**config.mk**
```make
export PLATFORM = sky130hd
export DESIGN_NAME = adc_volt_conv
export DESIGN_NICKNAME = d
export VERILOG_FILES = /design/src/rtl/adc_conv_pkg.sv /design/src/rtl/adc_cal_store.sv /design/src/rtl/adc_seq_div.sv /design/src/rtl/adc_volt_conv.sv
export SDC_FILE = /design/constraint.sdc
export NUM_CORES = 2
export LEC_CHECK = 0
export ABC_AREA = 1
export ABC_CLOCK_PERIOD_IN_PS = 9000
export CAP_MARGIN = 15
export CORE_AREA = 2 2 331 333
export CTS_BUF_LIST = sky130_fd_sc_hd__clkbuf_4 sky130_fd_sc_hd__clkbuf_8
export DETAILED_ROUTE_END_ITERATION = 6
export DIE_AREA = 0 0 333 335
export DONT_BUFFER_PORTS = 1
export PLACE_DENSITY = 0.57
export SLEW_MARGIN = 20
export SYNTH_ARGS = -nofsm -noshare
export SYNTH_HDL_FRONTEND = slang
export SYNTH_SLANG_ARGS = --single-unit
```
**constraint.sdc**
```tcl
create_clock -name clk -period 9 [get_ports clk]
set_input_delay 0.45 -clock clk [delete_from_list [all_inputs] [get_ports clk]]
set_output_delay 0.45 -clock clk [all_outputs]
set_load 0.01 [all_outputs]
```
**src/rtl/adc_conv_pkg.sv**
```systemverilog
package adc_conv_pkg;

  localparam int PT_W  = 16;
  localparam int ACC_W = 32;

  typedef enum logic [2:0] {
    ST_IDLE,
    ST_PREP,
    ST_DIV1,
    ST_DIV2,
    ST_DONE
  } conv_st_t;

  // Trimmed code point: offset-encoded byte around 128, scaled by four.
  function automatic logic signed [PT_W-1:0] cal_point(input logic [7:0] b, input int nom);
    int t;
    t = int'({24'd0, b}) + nom - 128;
    return PT_W'(t * 4);
  endfunction

  // Magnitude of a signed accumulator value.
  function automatic logic [ACC_W-1:0] mag32(input logic signed [ACC_W-1:0] x);
    return x[ACC_W-1] ? ACC_W'(-x) : ACC_W'(x);
  endfunction

  // Dividend for round-to-nearest: volt * den + floor(num / 2).
  function automatic logic [47:0] round_scale(input logic [31:0] volt,
                                              input logic [15:0] den,
                                              input logic [15:0] num);
    return (48'(volt) * 48'(den)) + (48'(num) >> 1);
  endfunction

endpackage

```
**src/rtl/adc_cal_store.sv**
```systemverilog
module adc_cal_store #(
  parameter int NOM0 = 833,
  parameter int NOM1 = 80
) (
  input  logic                                  clk,
  input  logic                                  rst_n,
  input  logic                                  load,
  input  logic [15:0]                           word,
  output logic signed [adc_conv_pkg::PT_W-1:0]  pt0,
  output logic signed [adc_conv_pkg::PT_W-1:0]  pt1
);
  logic [15:0] word_r;

  always_ff @(posedge clk or negedge rst_n) begin
    if (!rst_n)     word_r <= 16'h8080;
    else if (load)  word_r <= word;
  end

  assign pt0 = adc_conv_pkg::cal_point(word_r[7:0],  NOM0);
  assign pt1 = adc_conv_pkg::cal_point(word_r[15:8], NOM1);


  cal_hold_chk: assert property (@(posedge clk) disable iff (!rst_n)
    !load |=> $stable(word_r));

endmodule

```
**src/rtl/adc_seq_div.sv**
```systemverilog
module adc_seq_div #(
  parameter int DVD_W = 48,
  parameter int DS_W  = 17
) (
  input  logic             clk,
  input  logic             rst_n,
  input  logic             start,
  input  logic [DVD_W-1:0] dvd,
  input  logic [DS_W-1:0]  dvs,
  output logic [DVD_W-1:0] quo,
  output logic             fin
);
  localparam int CW = $clog2(DVD_W + 1);

  logic [DVD_W-1:0] quo_r, dvd_h;
  logic [DS_W-1:0]  rem_r, dvs_h;
  logic [CW-1:0]    cnt;
  logic             fin_r;
  logic [DS_W:0]    trial;
  logic             take;

  assign trial = {rem_r, quo_r[DVD_W-1]};
  assign take  = trial >= {1'b0, dvs_h};

  always_ff @(posedge clk or negedge rst_n) begin
    if (!rst_n) begin
      quo_r <= '0; rem_r <= '0; dvd_h <= '0; dvs_h <= '0;
      cnt   <= '0; fin_r <= 1'b0;
    end else if (start) begin
      quo_r <= dvd; rem_r <= '0; dvd_h <= dvd; dvs_h <= dvs;
      cnt   <= CW'(DVD_W); fin_r <= 1'b0;
    end else if (cnt != '0) begin
      quo_r <= {quo_r[DVD_W-2:0], take};
      rem_r <= take ? DS_W'(trial - {1'b0, dvs_h}) : trial[DS_W-1:0];
      cnt   <= cnt - 1'b1;
      fin_r <= (cnt == CW'(1));
    end else begin
      fin_r <= 1'b0;
    end
  end

  assign quo = quo_r;
  assign fin = fin_r;

  // quotient and remainder reconstruct the dividend
  div_identity_chk: assert property (@(posedge clk) disable iff (!rst_n)
    fin |-> ((DVD_W+DS_W)'(quo_r) * (DVD_W+DS_W)'(dvs_h) + (DVD_W+DS_W)'(rem_r)
             == (DVD_W+DS_W)'(dvd_h)));


  div_rem_chk: assert property (@(posedge clk) disable iff (!rst_n)
    fin |-> (rem_r < dvs_h));

endmodule

```
**src/rtl/adc_volt_conv.sv**
```systemverilog
module adc_volt_conv #(
  parameter int CODE_W   = 12,
  parameter int CH_W     = 5,
  parameter int DVS_W    = 16,
  parameter int DIV_W    = 48,
  parameter int BIG_CH   = 5,
  parameter int SML_CH   = 1,
  parameter int BIG_MV0  = 4200,
  parameter int BIG_MV1  = 3600,
  parameter int SML_MV0  = 1000,
  parameter int SML_MV1  = 100,
  parameter int BIG_NOM0 = 856,
  parameter int BIG_NOM1 = 733,
  parameter int SML_NOM0 = 833,
  parameter int SML_NOM1 = 80
) (
  input  logic               clk,
  input  logic               rst_n,
  input  logic               cal_load,
  input  logic [15:0]        cal_big_word,
  input  logic [15:0]        cal_small_word,
  input  logic               in_valid,
  output logic               in_ready,
  input  logic [CODE_W-1:0]  in_code,
  input  logic [CH_W-1:0]    in_chan,
  input  logic [2*DVS_W-1:0] in_ratio,
  output logic               out_valid,
  output logic [DIV_W-1:0]   out_mv,
  output logic               out_err
);
  import adc_conv_pkg::*;

  localparam int DS_W = DVS_W + 1;

  conv_st_t state;
  logic [CODE_W-1:0]  code_r;
  logic [CH_W-1:0]    chan_r;
  logic [2*DVS_W-1:0] ratio_r;
  logic               neg_r, err_r;
  logic [DIV_W-1:0]   res_r;

  logic signed [PT_W-1:0] big_p0, big_p1, sml_p0, sml_p1, p0, p1;

  adc_cal_store #(.NOM0(BIG_NOM0), .NOM1(BIG_NOM1)) u_cal_big (
    .clk(clk), .rst_n(rst_n), .load(cal_load), .word(cal_big_word),
    .pt0(big_p0), .pt1(big_p1));

  adc_cal_store #(.NOM0(SML_NOM0), .NOM1(SML_NOM1)) u_cal_sml (
    .clk(clk), .rst_n(rst_n), .load(cal_load), .word(cal_small_word),
    .pt0(sml_p0), .pt1(sml_p1));

  // Line selection and bypass decode
  logic use_big, bypass;
  assign use_big = (chan_r == CH_W'(BIG_CH));
  assign bypass  = use_big || (chan_r == CH_W'(SML_CH));
  assign p0 = use_big ? big_p0 : sml_p0;
  assign p1 = use_big ? big_p1 : sml_p1;

  // Interpolation operands
  logic signed [31:0] mv_hi, mv_lo, code_s, p0_s, p1_s, prod;
  logic signed [DS_W-1:0] span_w;
  logic [DS_W-1:0] span_mag;
  logic span_zero;

  assign mv_hi  = use_big ? 32'(BIG_MV0) : 32'(SML_MV0);
  assign mv_lo  = use_big ? 32'(BIG_MV1) : 32'(SML_MV1);
  assign code_s = $signed({{(32-CODE_W){1'b0}}, code_r});
  assign p0_s   = 32'(p0);
  assign p1_s   = 32'(p1);
  assign prod   = (mv_hi - mv_lo) * (code_s - p1_s);
  assign span_w = DS_W'(p0_s - p1_s);
  assign span_mag  = span_w[DS_W-1] ? DS_W'(-span_w) : DS_W'(span_w);
  assign span_zero = (span_w == '0);

  // Post-interpolation: sign, offset, clamp, ratio dividend
  logic [DIV_W-1:0] quo;
  logic fin;
  logic signed [31:0] q_s, volt;
  logic [31:0] volt_c;
  logic [DVS_W-1:0] rat_num, rat_den;
  logic [DIV_W-1:0] scaled;

  assign q_s     = neg_r ? -$signed(quo[31:0]) : $signed(quo[31:0]);
  assign volt    = q_s + mv_lo;
  assign volt_c  = volt[31] ? 32'd0 : 32'(volt);
  assign rat_num = ratio_r[2*DVS_W-1:DVS_W];
  assign rat_den = ratio_r[DVS_W-1:0];
  assign scaled  = DIV_W'(round_scale(volt_c, 16'(rat_den), 16'(rat_num)));

  // Shared divider
  logic div_go1, div_go2, div_start;
  logic [DIV_W-1:0] div_dvd;
  logic [DS_W-1:0]  div_dvs;

  assign div_go1   = (state == ST_PREP) && !span_zero;
  assign div_go2   = (state == ST_DIV1) && fin && !bypass && (rat_num != '0);
  assign div_start = div_go1 || div_go2;
  assign div_dvd   = (state == ST_PREP) ? DIV_W'(mag32(prod)) : scaled;
  assign div_dvs   = (state == ST_PREP) ? span_mag : DS_W'(rat_num);

  adc_seq_div #(.DVD_W(DIV_W), .DS_W(DS_W)) u_div (
    .clk(clk), .rst_n(rst_n), .start(div_start),
    .dvd(div_dvd), .dvs(div_dvs), .quo(quo), .fin(fin));

  logic accept;
  assign accept = in_valid && in_ready;

  always_ff @(posedge clk or negedge rst_n) begin
    if (!rst_n) begin
      state <= ST_IDLE; code_r <= '0; chan_r <= '0; ratio_r <= '0;
      neg_r <= 1'b0; err_r <= 1'b0; res_r <= '0;
    end else begin
      unique case (state)
        ST_IDLE: if (accept) begin
          code_r <= in_code; chan_r <= in_chan; ratio_r <= in_ratio;
          state  <= ST_PREP;
        end
        ST_PREP: begin
          neg_r <= prod[31] ^ span_w[DS_W-1];
          if (span_zero) begin
            res_r <= '0; err_r <= 1'b1; state <= ST_DONE;
          end else begin
            state <= ST_DIV1;
          end
        end
        ST_DIV1: if (fin) begin
          if (bypass) begin
            res_r <= DIV_W'(volt_c); err_r <= 1'b0; state <= ST_DONE;
          end else if (rat_num == '0) begin
            res_r <= '0; err_r <= 1'b1; state <= ST_DONE;
          end else begin
            state <= ST_DIV2;
          end
        end
        ST_DIV2: if (fin) begin
          res_r <= quo; err_r <= 1'b0; state <= ST_DONE;
        end
        default: state <= ST_IDLE;
      endcase
    end
  end

  assign in_ready  = (state == ST_IDLE);
  assign out_valid = (state == ST_DONE);
  assign out_mv    = res_r;
  assign out_err   = err_r;


  accept_busy_chk: assert property (@(posedge clk) disable iff (!rst_n)
    accept |=> !in_ready);


  out_pulse_chk: assert property (@(posedge clk) disable iff (!rst_n)
    out_valid |=> !out_valid);


  err_zero_chk: assert property (@(posedge clk) disable iff (!rst_n)
    (out_valid && out_err) |-> (out_mv == '0));


  bypass_skip_chk: assert property (@(posedge clk) disable iff (!rst_n)
    (state == ST_DIV2) |-> !bypass);

endmodule

```
==> results.json <==
{
  "clk_latency_ps": 760,
  "num-nets-final": 6333,
  "power.density_cell_area_mw_per_mm2": 240,
  "grt_start_max_net_pins": 224,
  "combinational_power_share_pct": 78.8,
  "buffer_and_inverter_count_on_the_worst_path": 11,
  "synth_edf_count": 0,
  "worst_setup_hold_path_clk_slew_ps": 60,
  "dp.cells": 6671,
  "fp.dieH_um": 335,
  "p_sw_mw": 5.20,
  "critPathCaptureType": "register",
  "synth_cell_type_count": 60,
  "cts.root.buffer_cell": "clkbuf_8",
  "number_of_global_route_vias_before_repair": 34757,
  "power_frac_clock_pct": 11.5,
  "tritoncts_clock_tree": "done",
  "worstMarginPinSlew_ps": 1090,
  "drtPass1Iterations": 7,
  "crit_fanout": 8,
  "chipWidth_um": 333,
  "post_synthesis_cell_count": 5100,
  "num_rows": 121,
  "cellInternalPower_mw": 5.39,
  "gp_congestion": 0.986,
  "layout_common_cells": "nand2_1 (1225), inv_1 (1028), fa_1 (491), nor2_1 (476), buf_4 (317)",
  "fin_skew_ps": 113,
  "layout.filler_cells": 11339,
  "place.port_buffers": 0,
  "avgViaCountPerCell": 4.97,
  "grt.overflow.total": 0,
  "finish.cell_count_without_fillers": 6880,
  "finalMaxSlewViolations": 0,
  "max-clock-path-buffers": 3,
  "vdd.ir_drop.worst_v": 0.000742,
  "core_area_mm2": 0.108,
  "multi_input_comb_area_mm2": 0.0279,
  "slew_headroom_pct": 27.2,
  "rsz0062_at_grt": "yes",
  "grt_pass1_wl_mm": 204,
  "layout_min_cycle_time_ps": 8700,
  "arrival_ps": 9340,
  "yosys_most_used_dff": "dfrtp_1",
  "gr-usage-all-layers_pct": 23.8,
  "detail_route.drc_violations": 10,
  "drive_above_1_share_pct": 13.2,
  "dpl_cell_area_mm2": 0.0410,
  "highest_cell_delay_on_the_worst_timing_path_ps": 580,
  "wl_mm": 133,
  "hold_class": "in2reg",
  "clock.fmax_mhz": 115,
  "wire_per_inst_um": 19.3,
  "final_core_util_pct": 40.8,
  "synth_seq_cells": 223,
  "leakage_nw": 23.7,
  "first_iter_violations": 2422,
  "detailroute.via_count": 34198,
  "design.portCount": 136,
  "synthesis.yosys.warnings": 0,
  "floorplan.initialDensity_pct": 34.8,
  "cp_top_family": "adder cells",
  "ctsHtreeMaxLevel": 2,
  "synth.avg_cell_area_um2": 7.37,
  "seqPwrFrac_pct": 9.7,
  "detailedPlacementHpwl_mm": 107,
  "syn_to_final_growth_pct": 17.5,
  "timing.setup.critical_path_class": "reg2reg",
  "remaining_antenna_violation_count": 0,
  "die_area_mm2": 0.112,
  "worst_setup_path_start_kind": "register",
  "maximum_capacitance_violations": 0,
  "numClockSinks": 223,
  "status": "complete, but fails checks",
  "postLayoutCellArea_mm2": 0.0441,
  "layout_worst_path_cycle_share_pct": 96.7,
  "final.setup.tns_ps": 0,
  "path_common_cell": "nand2_1",
  "ys_async_sr_fraction_pct": 100,
  "finalSetupViolations": 0,
  "final-hold-violation-count": 0,
  "worstPathRequired_ps": 9640,
  "sw_frac_of_total_pct": 49.1,
  "cts_buffers": 46,
  "register_area_mm2": 0.00559,
  "synthesis.area_mm2": 0.0376,
  "failed_checks": "design-rule violations",
  "critical_path_top_delay_cell": "fa_1",
  "grt_antenna_before_repair": 9,
  "layout.cells.most_common": "nand2_1",
  "fraction_of_the_yosys_area_taken_by_sequential_cells_pct": 14.9
}
==> metrics by stage <==
step           hold slack, ps  setup slack, ps  power [mW]
4_1_cts                  13.2             18.3        10.4
2_1_floorplan             154              458        6.01
3_3_place_gp              169            -47.3        8.99
5_1_grt                  39.3             -140        11.9
3_5_place_dp              169            -92.3        9.03
6_report                 51.6              298        10.6
==> cell families after synthesis <==
kind of cell    share of synthesized area (%)
compound gates                           7.18
xor+xnor                                 2.14
fa+ha+maj                                37.5
buf+inv                                  13.1
flops                                    14.9
mux                                     0.629
other cells                            0.0200
simple gates                             24.6
==> sequential cells by signal, summed over array words and instances, names as in the netlist <==
signal,count
out_mv,48
u_div.quo,48
ratio_r,32
u_div.dvs_h,17
u_div.rem_r,17
u_cal_big.word_r,16
u_cal_sml.word_r,16
code_r,12
u_div.cnt,6
chan_r,5
state,3
neg_r,1
out_err,1
u_div.fin,1
==> worst paths after layout <==
kind | end | slack, ps | startpoint | cells after the start
max | u_div.quo[46] | 300 | u_div.quo[8] | 43
min | state[0] | 50 | in_valid | 2
min reg2reg | u_div.dvs_h[12] | 480 | u_div.dvs_h[12] | 2
max in group asynchronous | u_div.quo[5] | 7340 | rst_n | 4
max reg2reg | u_div.quo[46] | 300 | u_div.quo[8] | 43
min in group asynchronous | u_div.quo[47] | 320 | rst_n | 2
==> final cells by class <==
| class | instances | share of cell area (%) |
|---|---|---|
| Timing Repair Buffer | 430 | 8.58 |
| Tap cell | 1414 | 4.01 |
| Clock inverter | 17 | 0.335 |
| Inverter | 1074 | 9.24 |
| Antenna cell | 2 | 0.0113 |
| Multi-Input combinational cell | 3655 | 63.3 |
| Sequential cell | 223 | 12.7 |
| Clock buffer | 65 | 1.90 |
==> metal layers <==
| metal | GRT usage [%] | vias to the layer above | part of all wire [%] | wire length (um) |
|---|---|---|---|---|
| li1 | - | 16236 | - | - |
| met1 | 31.2 | 16563 | 42 | 56400 |
| met2 | 38.8 | 1157 | 46 | 60800 |
| met3 | 5.11 | 230 | 7.7 | 10200 |
| met4 | 8.57 | 12 | 4.1 | 5400 |
| met5 | 0 | - | 0.060 | 80 |
==> synthesized netlist by cell type (5+ instances only) <==
cell	count	area share, %
nand2_1	1239	12
inv_1	1042	10
fa_1	511	27
nor2_1	505	5.0
ha_1	307	10
o21ai_0	220	2.9
dfrtp_1	219	15
nand3_1	214	2.9
a21oi_1	181	2.4
nand4_1	109	1.8
xor2_1	60	1.4
clkbuf_1	56	0.56
buf_2	52	0.69
o21ai_1	31	0.41
xnor2_1	30	0.70
nor3_1	29	0.39
or2_2	24	0.40
a31oi_1	23	0.38
inv_2	22	0.22
buf_4	21	0.42
mux2_2	21	0.63
nand2_2	14	0.23
nand3b_1	14	0.28
o21a_1	12	0.24
buf_1	11	0.11
dlygate4sd1_1	11	0.26
nor4_1	11	0.18
nand2_4	10	0.30
clkinv_1	8	0.080
nand3_2	7	0.19
nor2_2	7	0.12
a21boi_0	6	0.12
buf_6	6	0.18
clkbuf_2	6	0.080
o211ai_1	6	0.12
or2_1	6	0.10
o22ai_1	5	0.083
==> power groups by stage <==
stage | combinational [mW] | clock, mW | sequential, mW
after floorplan | 4.96 | 0 | 1.05
after global placement | 7.94 | 0 | 1.05
after detailed placement | 7.98 | 0 | 1.05
after CTS | 8.09 | 1.25 | 1.03
after global routing | 9.57 | 1.29 | 1.03
final | 8.35 | 1.22 | 1.03
==> timing repair <==
| item | in CTS | in global routing |
|---|---|---|
| hold buffers | 83 | 0 |
| setup endpoints to repair | 1 | 46 |
| buffers inserted | 0 | 37 |
| cloned | 0 | 3 |
| endpoints found under the hold margin | 303 | 0 |
| pin swaps | 0 | 62 |
| gates resized for setup | 1 | 230 |
Power figures use the tool's default switching activity.
